### config.mk
export PLATFORM = sky130hd
export DESIGN_NAME = lin_readout_seq
export DESIGN_NICKNAME = d
export VERILOG_FILES = /design/src/rtl/lrs_pkg.sv /design/src/rtl/lrs_token_chain.sv /design/src/rtl/lrs_idx_enc.sv /design/src/rtl/lrs_pix_mux.sv /design/src/rtl/lrs_strobe.sv /design/src/rtl/lin_readout_seq.sv
export SDC_FILE = /design/constraint.sdc
export NUM_CORES = 1
export LEC_CHECK = 0
export ABC_AREA = 1
export BUFFER_PORTS_ARGS = -buffer_cell sky130_fd_sc_hd__buf_2
export CAP_MARGIN = 15
export CORE_AREA = 2 2 230 232
export DETAILED_ROUTE_END_ITERATION = 10
export DIE_AREA = 0 0 232 234
export MAX_ROUTING_LAYER = met4
export PLACE_DENSITY = 0.4
export REMOVE_ABC_BUFFERS = 1
export SETUP_SLACK_MARGIN = 0.05
export SLEW_MARGIN = 20
export SYNTH_ARGS = -nofsm -noshare
export SYNTH_HDL_FRONTEND = slang
export SYNTH_SLANG_ARGS = --single-unit
### constraint.sdc
create_clock -name clk_i -period 1.2 [get_ports clk_i]
set_input_delay 0.12 -clock clk_i [delete_from_list [all_inputs] [get_ports clk_i]]
set_output_delay 0.12 -clock clk_i [all_outputs]
set_load 0.1 [all_outputs]
### src/rtl/lrs_pkg.sv
package lrs_pkg;
  function automatic int idx_width(input int n);
    return $clog2(n + 1);
  endfunction
endpackage

### src/rtl/lrs_token_chain.sv
module lrs_token_chain #(
  parameter int N = 64
) (
  input  logic         clk_i,
  input  logic         rst_ni,
  input  logic         start_i,
  output logic [N-1:0] sel_o,
  output logic         busy_o
);
  logic [N-1:0] sr_q;

  assign busy_o = |sr_q;
  assign sel_o  = sr_q;

  // a start is only taken once the previous token has left the chain
  always_ff @(posedge clk_i or negedge rst_ni) begin
    if (!rst_ni) sr_q <= '0;
    else         sr_q <= {sr_q[N-2:0], start_i & ~busy_o};
  end

  assert_start_take_R3: assert property (@(posedge clk_i) disable iff (!rst_ni)
    (start_i && !busy_o) |=> sr_q[0]);

  assert_start_ignore_R6: assert property (@(posedge clk_i) disable iff (!rst_ni)
    busy_o |=> !sr_q[0]);

  assert_release_R5: assert property (@(posedge clk_i) disable iff (!rst_ni)
    sr_q[N-1] |=> (sr_q[N-1:1] == '0));

  for (genvar k = 0; k < N-1; k++) begin : g_adv
    assert_advance_R4: assert property (@(posedge clk_i) disable iff (!rst_ni)
      sr_q[k] |=> sr_q[k+1]);
  end
endmodule

### src/rtl/lrs_idx_enc.sv
module lrs_idx_enc #(
  parameter int N = 64,
  parameter int W = 7
) (
  input  logic [N-1:0] sel_i,
  output logic [W-1:0] idx_o
);
  always_comb begin
    idx_o = '0;
    for (int k = 0; k < N; k++) begin
      if (sel_i[k]) idx_o = idx_o | W'(k + 1);
    end
  end
endmodule

### src/rtl/lrs_pix_mux.sv
module lrs_pix_mux #(
  parameter int N = 64,
  parameter int W = 8
) (
  input  logic [N-1:0]   sel_i,
  input  logic [N*W-1:0] code_i,
  output logic [W-1:0]   data_o
);
  always_comb begin
    data_o = '0;
    for (int k = 0; k < N; k++) begin
      if (sel_i[k]) data_o = data_o | code_i[k*W +: W];
    end
  end
endmodule

### src/rtl/lrs_strobe.sv
module lrs_strobe (
  input  logic clk_i,
  input  logic busy_i,
  output logic samp_o,
  output logic sns_rst_o
);
  // phases of the pixel clock split sample and sense-node reset
  assign samp_o    = busy_i & clk_i;
  assign sns_rst_o = busy_i & ~clk_i;

  always_comb begin
    assert_no_overlap_R10: assert (!(samp_o && sns_rst_o));
  end
endmodule

### src/rtl/lin_readout_seq.sv
module lin_readout_seq #(
  parameter int N_PIX  = 64,
  parameter int CODE_W = 8,
  localparam int IDX_W = lrs_pkg::idx_width(N_PIX)
) (
  input  logic                    clk_i,
  input  logic                    rst_ni,
  input  logic                    start_i,
  input  logic [N_PIX*CODE_W-1:0] pix_code_i,
  output logic [N_PIX-1:0]        sel_o,
  output logic [IDX_W-1:0]        pix_idx_o,
  output logic                    oe_o,
  output logic [CODE_W-1:0]       pix_data_o,
  output logic                    samp_o,
  output logic                    sns_rst_o
);
  logic busy;

  lrs_token_chain #(.N(N_PIX)) u_chain (
    .clk_i(clk_i), .rst_ni(rst_ni), .start_i(start_i),
    .sel_o(sel_o), .busy_o(busy)
  );

  lrs_idx_enc #(.N(N_PIX), .W(IDX_W)) u_enc (
    .sel_i(sel_o), .idx_o(pix_idx_o)
  );

  lrs_pix_mux #(.N(N_PIX), .W(CODE_W)) u_mux (
    .sel_i(sel_o), .code_i(pix_code_i), .data_o(pix_data_o)
  );

  lrs_strobe u_strobe (
    .clk_i(clk_i), .busy_i(busy), .samp_o(samp_o), .sns_rst_o(sns_rst_o)
  );

  assign oe_o = busy;

  // window length checker
  logic [IDX_W-1:0] run_q;
  always_ff @(posedge clk_i or negedge rst_ni) begin
    if (!rst_ni)   run_q <= '0;
    else if (oe_o) run_q <= run_q + 1'b1;
    else           run_q <= '0;
  end

  assert_onehot_R2: assert property (@(posedge clk_i) disable iff (!rst_ni)
    $onehot0(sel_o));

  assert_first_pix_R3: assert property (@(posedge clk_i) disable iff (!rst_ni)
    $rose(oe_o) |-> (pix_idx_o == IDX_W'(1)));

  assert_window_R8: assert property (@(posedge clk_i) disable iff (!rst_ni)
    $fell(oe_o) |-> (run_q == IDX_W'(N_PIX)));

  assert_idle_data_R9: assert property (@(posedge clk_i) disable iff (!rst_ni)
    !oe_o |-> (pix_data_o == '0 && pix_idx_o == '0));
endmodule

==> flow_summary_export.csv, run 1 <==
group,metric,value,unit
power_and_ir_drop,totalPowerFinal,14.0,mW
logic_synthesis,ys_types,16,
drt,initialDrtViolationCount,298,
clock_tree,clk_latency,0.46,ns
logic_synthesis,synth.most_common_cell,"nand2_1",
drt,drtAntennaViolNets,0,
grt,gr-total-overflow,0,
logic_synthesis,synth_common_cells,"nand2_1 (599), nand4_1 (127), nor2_1 (109)",
floorplan,die_x,232,um
logic_synthesis,ys.warnings.count,0,
run_status,status,"finished with violations",
setup_path,slowest_stage,"dfrtp_1",
layout,largest_register_ffs,64,
floorplan,start_util,11.6,%
drt,dr_wl_met2,28200,um
setup_path,path_class,"reg -> out",
job,cap_violations,0,
drt,viasPerCell,4.01,
logic_synthesis,synth.area.top_cells,"nand2_1 (37%), dfrtp_1 (27%), nand4_1 (13%)",
grt,gr-usage-all-layers,19.9,%
drt,wl_met3,3430,um
logic_synthesis,synth_edf_count,0,
run_status,failed_checks,"setup timing",
placed_design,dpl.hpwl,46600,um
timing,worst_slack,-1.06,ns
layout,drive_above_1_share,59.2,%
drt,dr.pass1.iters,6,
layout,multiInputGateArea,4520,um^2
timing,rsz0062_at_grt,"true",
logic_synthesis,synth_top_area_share,37.4,%
logic_synthesis,syn_avg_cell_area,5.77,um^2
placed_design,dp.cells,2482,
layout,fin_nets,2399,
logic_synthesis,syn_area,6020,um^2
timing,slew_viol_final,0,
clock_tree,clk_pin_slew,0.07,ns
layout,ff_latch_area,1660,um^2
drt,dr.max_layer_used,"met4",
drt,vias,10300,
drt,drc,0,
hold_path,hold_path.class,"in -> async",
setup_path,r2r_start,"u_chain.sel_o[52]$_DFF_PN0_",
placed_design,gp_congestion,0.916,
clock_tree,cts_tree,"built",
logic_synthesis,yosysSeqAreaShare,26.6,%
timing,clock.fmax,442,MHz
grt,grt_max_degree,35,
logic_synthesis,synth_ff_type,"dfrtp_1",
layout,fillerInstances,5773,
timing,hold_viol,0,
drt,met1Wirelength,21200,um
setup_path,reg2reg_depth,11,
setup_path,cp-end-kind,"output pin",
setup_path,crit_path_start_kind,"register",
logic_synthesis,async_flop_share,100,%
timing,period_share,189,%
layout,areaGrowthSynthToFinish,144,%
power_and_ir_drop,irDropWorstVdd,0.000889,V
timing,slew-limit-headroom,80.3,%
setup_path,crit_fanout,7,
timing,worst_pin_slew,0.295,ns
placed_design,buffer_ports.inserted,596,
logic_synthesis,syn_inst,1043,
floorplan,die-height,234,um
timing,setup_viol,83,
timing,clock_skew,0.00716,ns
setup_path,critPathRequiredTime,1.08,ns
setup_path,crit_buf_inv,3,
drt,wl,54300,um
layout,final_cells,2584,
setup_path,rrSetupSlack,-0.56,ns
setup_path,reg2reg_to,"u_chain.sel_o[0]$_DFF_PN0_",
grt,grt_pass1_wl,73300,um
floorplan,rows,84,
logic_synthesis,ys_ff_latch,64,
floorplan,die-area,54300,um^2
floorplan,core_area,52000,um^2
floorplan,io_pins,597,
grt,first_global_vias,10800,
timing,finalCriticalPeriod,2.26,ns
setup_path,critical-path-top-delay-family,"simple AND/OR/NAND/NOR gates",
power_and_ir_drop,powerDensity,951,nW/um^2
grt,antenna_found_initial,12,
drt,routedWlPerCell,21.0,um
setup_path,max_stage_delay,0.42,ns
setup_path,path_cells,"buf_4 > nand2_1 > nand4_1 > nor2_1 > nand2_2 > nor2_1 > buf_4 > nand2_4 > buf_12",
power_and_ir_drop,power.leakage,7.39,nW
setup_path,worstPathArrival,2.14,ns
logic_synthesis,synth_area_leader_cell,"nand2_1",
-- placed cells by master (no fill, tap or decap), drive strengths merged --
| cell type | instances |
|---|---|
| nand3 | 4 |
| a21oi | 2 |
| nor2 | 140 |
| nor3 | 2 |
| clkbuf | 15 |
| diode | 8 |
| dlygate4sd3 | 2 |
| inv | 19 |
| buf | 889 |
| nand4 | 127 |
| nor4 | 12 |
| nand2 | 608 |
| clkinv | 3 |
| dfrtp | 64 |
| bufinv | 1 |
-- through the flow --
stage               hold slack, ns  cell area [um^2]  setup slack [ns]  util (%)  setup TNS [ns]
detailed placement          0.0293             12300             -1.05      23.7          -13.00
global placement            0.0232             12300             -1.05      23.7          -13.01
CTS                         0.0861             14200             -1.09      27.2          -32.69
finish                       0.109             14700             -1.06      28.3          -30.01
floorplan                   -0.176              5560             -2.35         -          -31.65
global route                 0.113             14700             -1.12      28.2          -34.40
-- worst max-delay path by stage --
stage	start	end	cells after the start	slack (ns)
floorplan	u_chain.sel_o[63]$_DFF_PN0_	samp_o	6	-2.35
global placement	u_chain.sel_o[17]$_DFF_PN0_	pix_data_o[2]	8	-1.05
detailed placement	u_chain.sel_o[17]$_DFF_PN0_	pix_data_o[2]	8	-1.05
CTS	u_chain.sel_o[52]$_DFF_PN0_	pix_data_o[6]	11	-1.09
global route	u_chain.sel_o[52]$_DFF_PN0_	pix_data_o[6]	11	-1.12
finish	u_chain.sel_o[47]$_DFF_PN0_	pix_data_o[6]	9	-1.06
-- kinds of logic (layout without fill, tap and decap cells) --
logic type	Yosys count	count (layout)	share of synthesized area [%]
and+or+nand+nor	893	893	64.4
buffers and inverters	84	929	8.78
DFF	64	64	26.6
AOI/OAI and AO/OA	2	2	0.166
other	0	8	0
-- area by class of cell --
| class | instances | share of cell area, % |
|---|---|---|
| diodes | 8 | 0.136 |
| clock buffers | 16 | 2.43 |
| clock inverters | 5 | 0.323 |
| inverters | 18 | 0.460 |
| multi-input cells | 895 | 30.8 |
| flip-flops and latches | 64 | 11.3 |
| well taps | 688 | 5.86 |
| repair buffers | 890 | 48.7 |
-- report_power, final --
part	internal [mW]	total [mW]	switching (mW)
combinational	3.05	7.31	4.26
clock	2.36	4.25	1.88
sequential	2.25	2.42	0.172
total	7.67	14.0	6.31
-- what timing repair did --
item / CTS / global route
buffers inserted: 63 / 30
hold buffers: 2 / 0
endpoints found under the setup margin: 83 / 83
pin swaps: 64 / 67
hold endpoints to repair: 65 / 0
gates cloned: 1 / 0
gates resized for setup: 303 / 112
-- layer usage --
metal	vias to the layer above	GRT usage (%)
met5	-	-
met4	0	5.65
met3	60	3.65
met2	475	36.6
met1	4761	21.7
li1	5053	-
(Power assumes the default switching activity.)
==> run 2: changes to the inputs <==
Settings changed: PLACE_DENSITY 0.4 to unset, PLACE_DENSITY_LB_ADDON set to 0.12, SETUP_SLACK_MARGIN 0.05 to unset.
==> run 2 against run 1 <==
The run still ends with setup timing left. Total power grew 0.70%. Clock power grew 6.4%. Routed wire length shrank 3.1%. Fmax grew 3.6%. Highest routed layer unchanged.
==> flow_summary_export.csv, run 2 (same netlist as run 1, synthesis figures left out) <==
group,metric,value,unit
setup_path,critPathRequiredTime,1.08,ns
timing,setup_viol,83,
drt,dr.pass1.iters,6,
layout,fin_nets,2403,
layout,largest_register_ffs,64,
grt,antenna_found_initial,11,
placed_design,placed_cell_area,12200,um^2
timing,finalSetupTns,-30.00,ns
placed_design,dp.cells,2482,
run_status,status,"finished with violations",
setup_path,critical-path-top-delay-family,"simple AND/OR/NAND/NOR gates",
timing,clock.fmax,458,MHz
timing,worst_pin_slew,0.307,ns
floorplan,io_pins,597,
timing,whs,0.0712,ns
timing,period_share,182,%
layout,final_common_cell,"nand2_1",
job,cap_violations,0,
floorplan,die-height,234,um
power_and_ir_drop,intPower,7.99,mW
grt,first_global_vias,11100,
floorplan,die-area,54300,um^2
timing,hold_viol,0,
grt,grt_max_degree,33,
hold_path,hold_path.class,"in -> async",
grt,gr-usage-all-layers,19.1,%
drt,vias,10400,
placed_design,gp_congestion,0.910,
power_and_ir_drop,irDropWorstVdd,0.000716,V
layout,drive_above_1_share,60.4,%
layout,final_area,14900,um^2
floorplan,die_x,232,um
setup_path,cp-end-kind,"output pin",
setup_path,worstPathArrival,2.06,ns
floorplan,core_area,52000,um^2
setup_path,path_cells,"buf_6 > nand2_1 > nand4_1 > nor2_4 > nand2_2 > nor2_1 > buf_4 > nand2_2 > buf_12",
clock_tree,clk_pin_slew,0.06,ns
setup_path,cpMostUsedCell,"nand2_2",
power_and_ir_drop,netSwitchingPower,6.09,mW
floorplan,start_util,11.6,%
drt,initialDrtViolationCount,362,
power_and_ir_drop,powerDensity,947,nW/um^2
layout,final_cell_mix,"nand2_1 (543), buf_2 (513), buf_4 (138)",
timing,slew_viol_final,0,
timing,rsz0062_at_grt,"true",
power_and_ir_drop,switching_share,43.2,%
timing,slew-limit-headroom,79.3,%
drt,wl,52600,um
setup_path,crit_path_start_kind,"register",
setup_path,slowest_stage,"dfrtp_2",
floorplan,rows,84,
timing,clock_skew,0.00754,ns
setup_path,path_class,"reg -> out",
grt,grt_pass1_wl,71800,um
placed_design,dpl.hpwl,45000,um
power_and_ir_drop,combPwrFrac,50.8,%
setup_path,max_stage_delay,0.49,ns
drt,viasPerCell,4.00,
clock_tree,cts_tree,"built",
placed_design,buffer_ports.inserted,596,
setup_path,crit_buf_inv,3,
clock_tree,clk_latency,0.46,ns
power_and_ir_drop,pwr-share-seq,17.1,%
run_status,failed_checks,"setup timing",
layout,areaGrowthSynthToFinish,147,%
grt,gr-total-overflow,0,
setup_path,crit_fanout,5,
drt,routedWlPerCell,20.3,um
drt,drc,0,
power_and_ir_drop,power.leakage,7.46,nW
layout,fillerInstances,5809,
layout,ff_latch_area,1660,um^2
placed_design,pre_cts_ws,-0.911,ns
power_and_ir_drop,pwr-share-clk,32.1,%
layout,final_cells,2590,
drt,drtAntennaViolNets,0,
timing,worst_slack,-0.985,ns
layout,multiInputGateArea,4580,um^2
timing,finalCriticalPeriod,2.18,ns
## run 2: metrics by stage
| step | utilization (%) | power (mW) |
|---|---|---|
| floorplan | - | 5.36 |
| global placement | 23.5 | 9.07 |
| detailed placement | 23.5 | 9.04 |
| CTS | 27.2 | 14.0 |
| global route | 28.6 | 14.8 |
| finish | 28.6 | 14.1 |
## run 2: area by class of cell
cell class | instances | share of cell area [%]
well taps | 688 | 5.79
diodes | 10 | 0.168
clock buffers | 18 | 2.59
flip-flops and latches | 64 | 11.2
multi-input cells | 895 | 30.8
clock inverters | 3 | 0.429
repair buffers | 894 | 48.5
inverters | 18 | 0.472
## run 2: final timing paths
path	start	to	slack, ns	cells after the start
worst max-delay path	u_chain.sel_o[31]$_DFF_PN0_	pix_data_o[5]	-0.98	9
worst min-delay path	rst_ni	u_chain.sel_o[5]$_DFF_PN0_	0.07	2
worst max register to register	u_chain.sel_o[45]$_DFF_PN0_	u_chain.sel_o[0]$_DFF_PN0_	-0.62	12
worst min register to register	u_chain.sel_o[26]$_DFF_PN0_	u_chain.sel_o[27]$_DFF_PN0_	0.58	1
max in group asynchronous	rst_ni	u_chain.sel_o[17]$_DFF_PN0_	0.66	3
min in group clk_i	start_i	u_chain.sel_o[0]$_DFF_PN0_	0.48	4
## run 2: per-layer routing
layer | share of wire [%] | global-route usage [%]
met5 | 0 | -
met3 | 6.4 | 3.90
met1 | 39 | 20.8
met2 | 52 | 35.3
met4 | 2.2 | 5.11
## run 2: what timing repair did
action,4_1_cts,5_1_grt
hold buffers,2,0
setup endpoints to repair,83,83
gates cloned,0,1
pin swaps,70,93
endpoints found under the hold margin,65,0
gates resized for setup,326,136
setup buffers,67,34
## run 2: power groups by stage
stage / registers, mW / logic (mW) / clock network [mW]
after global routing: 2.43 / 7.62 / 4.79
after floorplan: 3.06 / 2.00 / 0.293
after detailed placement: 2.45 / 6.00 / 0.578
final: 2.41 / 7.15 / 4.52
after CTS: 2.42 / 6.84 / 4.70
after global placement: 2.45 / 6.04 / 0.578
## run 2: worst reg2reg max path, cell delays in order, from the launching register on
cell and delay, ns:
dfrtp_2 0.45, buf_6 0.14, buf_8 0.14, nor2_4 0.12, nand2_2 0.07, nor2_4 0.12
nand2_2 0.07, nor2_4 0.17, nand2_4 0.09, buf_6 0.12, buf_6 0.10, buf_6 0.10
nor2_4 0.06
